<file path="config.mk">
export PLATFORM = sky130hd
export DESIGN_NAME = rx_lock_ctrl
export DESIGN_NICKNAME = d
export VERILOG_FILES = /design/src/rtl/rx_lock_ctrl.sv
export SDC_FILE = /design/constraint.sdc
export NUM_CORES = 1
export LEC_CHECK = 0
export BUFFER_PORTS_ARGS = -buffer_cell sky130_fd_sc_hd__buf_2
export CORE_MARGIN = 4
export CORE_UTILIZATION = 55
export DETAILED_ROUTE_END_ITERATION = 16
export MAX_ROUTING_LAYER = met4
export PLACE_DENSITY = 0.87
export SETUP_SLACK_MARGIN = 0.02
export SYNTH_ARGS = -nofsm -noshare
export SYNTH_HDL_FRONTEND = slang
export SYNTH_SLANG_ARGS = --single-unit
export TNS_END_PERCENT = 30
</file>
<file path="constraint.sdc">
create_clock -name clk -period 5.2 [get_ports clk]
set_input_delay 1.04 -clock clk [delete_from_list [all_inputs] [get_ports clk]]
set_output_delay 1.04 -clock clk [all_outputs]
set_load 0.02 [all_outputs]
</file>
<file path="src/rtl/rx_lock_ctrl.sv">
module rx_lock_ctrl #(
  parameter int WIN_LOG2  = 13,
  parameter int PASS_NEED = 2,
  localparam int CW = WIN_LOG2 + 2
) (
  input  logic          clk,
  input  logic          rst_n,
  input  logic          rec_pulse,
  input  logic          ref_pulse,
  input  logic          run_fail,
  input  logic [CW-1:0] thr_enter,
  input  logic [CW-1:0] thr_exit,
  output logic          lock_ref,
  output logic          lock_det,
  output logic [2:0]    lock_stat
);
  localparam logic [CW-1:0] NOM  = CW'(1) << WIN_LOG2;
  localparam logic [CW-1:0] MAXC = '1;
  localparam int PW = $clog2(PASS_NEED + 1);

  typedef enum logic [1:0] {S_REF, S_ACQ, S_LOCK} st_t;

  st_t                 st;
  logic [WIN_LOG2-1:0] rec_cnt;
  logic [CW-1:0]       ref_cnt, ref_tot, off;
  logic [PW-1:0]       pass_cnt;
  logic                win_done, ok_enter, ok_stay;

  assign win_done = rec_pulse && (&rec_cnt);
  assign ref_tot  = (ref_cnt == MAXC) ? ref_cnt : ref_cnt + CW'(ref_pulse);
  assign off      = (ref_tot >= NOM) ? ref_tot - NOM : NOM - ref_tot;
  assign ok_enter = off < thr_enter;
  assign ok_stay  = off <= thr_exit;

  always_ff @(posedge clk) begin
    if (!rst_n || run_fail || win_done) begin
      rec_cnt <= '0;
      ref_cnt <= '0;
    end else begin
      rec_cnt <= rec_cnt + WIN_LOG2'(rec_pulse);
      ref_cnt <= ref_tot;
    end
  end

  always_ff @(posedge clk) begin
    if (!rst_n || run_fail) begin
      st       <= S_REF;
      pass_cnt <= '0;
    end else if (win_done) begin
      case (st)
        S_REF: begin
          pass_cnt <= '0;
          if (ok_enter) st <= S_ACQ;
        end
        S_ACQ: begin
          if (!ok_stay) begin
            st       <= S_REF;
            pass_cnt <= '0;
          end else if (pass_cnt == PW'(PASS_NEED - 1)) begin
            st       <= S_LOCK;
            pass_cnt <= '0;
          end else begin
            pass_cnt <= pass_cnt + 1'b1;
          end
        end
        default: if (!ok_stay) st <= S_REF;
      endcase
    end
  end

  assign lock_ref  = (st == S_REF);
  assign lock_det  = (st == S_LOCK);
  assign lock_stat = lock_det ? 3'b000 : 3'b101;

  AST_FAIL_FORCES_REF: assert property (@(posedge clk) disable iff (!rst_n)
    run_fail |=> (lock_ref && !lock_det));
  AST_ENTER_LIMIT: assert property (@(posedge clk) disable iff (!rst_n)
    (lock_ref && win_done && !ok_enter) |=> lock_ref);
  AST_EXIT_LIMIT: assert property (@(posedge clk) disable iff (!rst_n)
    (lock_det && win_done && !run_fail && !ok_stay) |=> lock_ref);
  AST_NO_DIRECT_LOCK: assert property (@(posedge clk) disable iff (!rst_n)
    $rose(lock_det) |-> $past(!lock_ref));
  AST_DET_ON_DATA: assert property (@(posedge clk) disable iff (!rst_n)
    lock_det |-> !lock_ref);
  AST_QUIET_BETWEEN: assert property (@(posedge clk) disable iff (!rst_n)
    !(win_done || run_fail) |=> ($stable(lock_ref) && $stable(lock_det)));
endmodule

</file>
==> results.rst <==
.. list-table::
   :header-rows: 1

   * - Metric
     - Value
   * - Run status
     - finished clean
   * - Syn_area_per_cell
     - 7.90 um^2
   * - # rows
     - 25
   * - Insertion delay of the later-clocked pin in the worst-skew pair
     - 0.29 ns
   * - Fraction of power consumed by sequential logic
     - 40.2%
   * - Fraction of the cycle the final worst path needs
     - 90.5%
   * - Peak supply drop
     - 0.125 mV
   * - Post-synth top cells
     - 39 x sky130_fd_sc_hd__inv_1, 36 x sky130_fd_sc_hd__ha_1, 35 x sky130_fd_sc_hd__nor2_1, 32 x sky130_fd_sc_hd__dfxtp_1, 19 x sky130_fd_sc_hd__nand2_1
   * - Slew Viols, Final
     - 0
   * - Number of antenna violations at the first check in global routing
     - 0
   * - Destination of the worst register-to-register timing path
     - pass_cnt[1]$_SDFFE_PP0P_
   * - Port Buffers
     - 38
   * - Number of violations of the max-capacitance limit
     - 0
   * - Number of CTS-inserted buffers
     - 5
   * - Overall global routing resource usage
     - 21.3%
   * - Drt first pass iters
     - 5
   * - Die Area
     - 0.00626 mm^2
   * - Slack of the worst reg-to-reg path
     - 0.91 ns
   * - Number of routed nets with antenna violations
     - 0
   * - Internal portion of total power
     - 448 uW
   * - Vertical extent of the die
     - 79.1 um
   * - Critical path type
     - primary input to flip-flop
   * - Type of the most critical hold path
     - flip-flop to flip-flop
   * - Initial standard-cell utilization of the core
     - 57.7%
   * - CP startpoint kind
     - primary input
   * - Switching power
     - 167 uW
   * - Setup TNS
     - 0 ns
   * - Critical-path top delay cell
     - sky130_fd_sc_hd__o31ai_1
   * - DR DRC count
     - 0
   * - Net count reported at finish
     - 459
   * - Post-CTS setup buffer count
     - 0
   * - Wire length of the first global-routing pass
     - 10500 um
   * - Total routed wirelength
     - 6210 um
   * - Cell chosen for the clock root
     - sky130_fd_sc_hd__clkbuf_8
   * - Clock-pin transition on the worst setup and hold timing paths
     - 0.07 ns
   * - Clock Skews
     - 0.00976 ns
   * - Top cells by area, synth
     - sky130_fd_sc_hd__dfxtp_1 23%, sky130_fd_sc_hd__ha_1 16%, sky130_fd_sc_hd__inv_1 5.3%
   * - Highest clock frequency the design can meet
     - 212 MHz
   * - Boundary pin count
     - 40
   * - Critical path arrival
     - 4.94 ns
   * - Count of synthesis-stage warnings from yosys
     - 0
   * - Actual transition at the worst max-transition pin
     - 1.04 ns
   * - Clock share of power
     - 38.2%
   * - Vias in the first global route
     - 2438
   * - Maximum root-to-sink buffer count
     - 2
   * - Hold-critical path depth
     - 1
   * - Total congestion overflow after global routing
     - 0
   * - Number of clock sinks
     - 32
   * - H-tree depth
     - 2
   * - Smallest hold slack
     - 0.478 ns
   * - PD cells
     - 197 mW/mm^2
   * - Via count
     - 2598
   * - X dimension of the die
     - 79.1 um
   * - Count of final hold-check violations
     - 0
   * - Most frequently used flop master after synthesis
     - sky130_fd_sc_hd__dfxtp_1
   * - Number of unique standard cell types used by synthesis
     - 54
   * - Combinational group share of total power
     - 21.5%
   * - Required time of the worst setup path
     - 5.44 ns
   * - CTS tree
     - built
   * - Worst Reg-to-Reg Cells
     - 17
   * - Worst reg2reg startpoint
     - ref_cnt[0]$_SDFF_PP0_
   * - Largest fanout on the critical path
     - 16
   * - Setup crit end kind
     - flip-flop
   * - Destination of the worst hold path
     - pass_cnt[1]$_SDFFE_PP0P_
   * - Fraction of post-synthesis cell area in the top cell type by area
     - 23.0%
   * - Count of cells resized by post-cts repair
     - 0
   * - Cell-by-cell trace of the critical path
     - buf_2 > ha_1 > nand4_2 > a2111oi_4 > nand3_1 > xor2_1 > ha_1 > buf_4 > nor3_1 > a21oi_1 > ha_1 > nor2b_1 > o21ai_0 > a21oi_1 > o31ai_1 > a21oi_1 > nor3b_1 > o211a_1
   * - Sequential share of the synthesized area
     - 23.0%
   * - Final Setup Violations
     - 0
   * - Maximum number of pins on one net before global-route repair
     - 29
   * - Number of filler cells placed in the layout
     - 402
   * - Ratio of cells with drive above 1 in the final layout
     - 16.5%
   * - Launch point of the worst hold path
     - pass_cnt[1]$_SDFFE_PP0P_
   * - Synthesized cell area
     - 0.00278 mm^2
   * - Final min period
     - 4.71 ns
   * - Hold buffers post-CTS
     - 0
   * - Fraction of the core area covered by cells at the end of the flow
     - 64.8%
   * - Initial DRC count
     - 142
   * - Most numerous cell in the Yosys netlist
     - sky130_fd_sc_hd__inv_1
   * - Area leader, netlist
     - sky130_fd_sc_hd__dfxtp_1
   * - Via density per instance
     - 5.70
   * - Global placement routability congestion
     - 0.970
   * - Total half-perimeter wirelength after legalization and detailed placement
     - 4990 um
   * - Synth-to-Final Area Change
     - 12.2%
   * - Fraction of synthesis flops using an asynchronous set or reset pin
     - 0%
   * - Post-detailed-route wirelength per cell
     - 13.6 um
   * - Floorplan core area
     - 0.00482 mm^2
   * - Synth Register Bits
     - 32
   * - Leak Pwr
     - 0.00141 uW
   * - Total inserted antenna cells
     - 0
   * - Synthesized netlist net count
     - 423
   * - Post-route cell area
     - 0.00312 mm^2
   * - Share of total power consumed by net switching
     - 27.1%
   * - Largest incremental delay on the critical path
     - 0.41 ns
   * - Instance area after placement
     - 0.00301 mm^2
   * - Gate Count Post-Synth
     - 352
   * - Slew headroom
     - 30.5%
   * - Power consumption
     - 615 uW
   * - Post-synth EDFFs
     - 0
   * - Setup repair after global routing missed its margin
     - no
## cell type report
class,instances,area (um^2),area share [%]
multi-input cells,270,1930,61.9
flip-flops and latches,32,641,20.5
repair buffers,40,205,6.58
inverters,39,146,4.69
well taps,67,83.8,2.69
clock buffers,5,68.8,2.21
clock inverters,3,42.5,1.36
## power by group through the flow
stage               clock network, uW  logic (uW)  registers, uW
floorplan                           0        93.6            252
global placement                    0         123            253
detailed placement                  0         131            253
CTS                               241         131            247
global route                      252         151            247
finish                            235         132            247
## placed cells by master (no fill, tap or decap), types with 7 or more instances in the layout
master                    synthesis  routed
sky130_fd_sc_hd__o21ai_1          9       9
sky130_fd_sc_hd__nor2b_1          7       7
sky130_fd_sc_hd__xnor2_1         14      14
sky130_fd_sc_hd__xor2_1          12      12
sky130_fd_sc_hd__a21oi_1         16      16
sky130_fd_sc_hd__nand4_1         15      15
sky130_fd_sc_hd__buf_2            7      38
sky130_fd_sc_hd__and3_1           9       9
sky130_fd_sc_hd__dfxtp_1         32      32
sky130_fd_sc_hd__nand2_1         19      19
sky130_fd_sc_hd__nor2_1          35      35
sky130_fd_sc_hd__o21ai_0         11      11
sky130_fd_sc_hd__inv_1           39      39
sky130_fd_sc_hd__nand3_1         14      14
sky130_fd_sc_hd__ha_1            36      36
## worst max path at each step
stage / from / slack [ns] / endpoint / cells past startpoint
after floorplan: ref_pulse / 0.68 / st[0]$_SDFFE_PP0P_ / 17
after detailed placement: ref_pulse / 0.28 / pass_cnt[1]$_SDFFE_PP0P_ / 18
after global placement: ref_pulse / 0.46 / pass_cnt[1]$_SDFFE_PP0P_ / 18
final: ref_pulse / 0.49 / pass_cnt[1]$_SDFFE_PP0P_ / 18
after CTS: ref_pulse / 0.57 / pass_cnt[1]$_SDFFE_PP0P_ / 18
after global routing: ref_pulse / 0.22 / pass_cnt[1]$_SDFFE_PP0P_ / 18
## logic make-up after synthesis
kind of cell / count (synthesis) / share of synthesized area (%)
adder cells (fa/ha/maj): 36 / 16.2
AND/OR/NAND/NOR: 134 / 26.4
buffers and inverters: 50 / 7.47
flip-flops: 32 / 23.0
other: 1 / 0.135
AO/OA/AOI/OAI: 68 / 16.8
XOR/XNOR: 26 / 8.19
multiplexers: 5 / 1.84
## metal layers
metal	share of wire [%]	routed length, um	vias to the layer above	track usage (%)
li1	-	-	1324	-
met2	47	2940	101	35.0
met3	6.4	400	7	3.29
met4	1.2	77	0	7.56
met1	45	2790	1166	26.6
met5	0	0	-	-
## worst max-delay path: cells and delay by family
kind,cells,cell delay [ns]
AO/OA/AOI/OAI,7,1.56
adder cells (fa/ha/maj),3,0.85
AND/OR/NAND/NOR,5,0.81
XOR/XNOR,1,0.37
buffers and inverters,2,0.30
## state kept, by name, indices dropped and copies added (netlist names)
name	flops
rec_cnt	13
ref_cnt	15
pass_cnt	2
st	2
## through the flow
stage | instances | worst slack, ns
floorplan | 352 | 0.679
global placement | 448 | 0.464
detailed placement | 448 | 0.280
CTS | 456 | 0.573
global route | 456 | 0.218
finish | 456 | 0.493
Note: power is estimated with default switching activity, not from simulation.
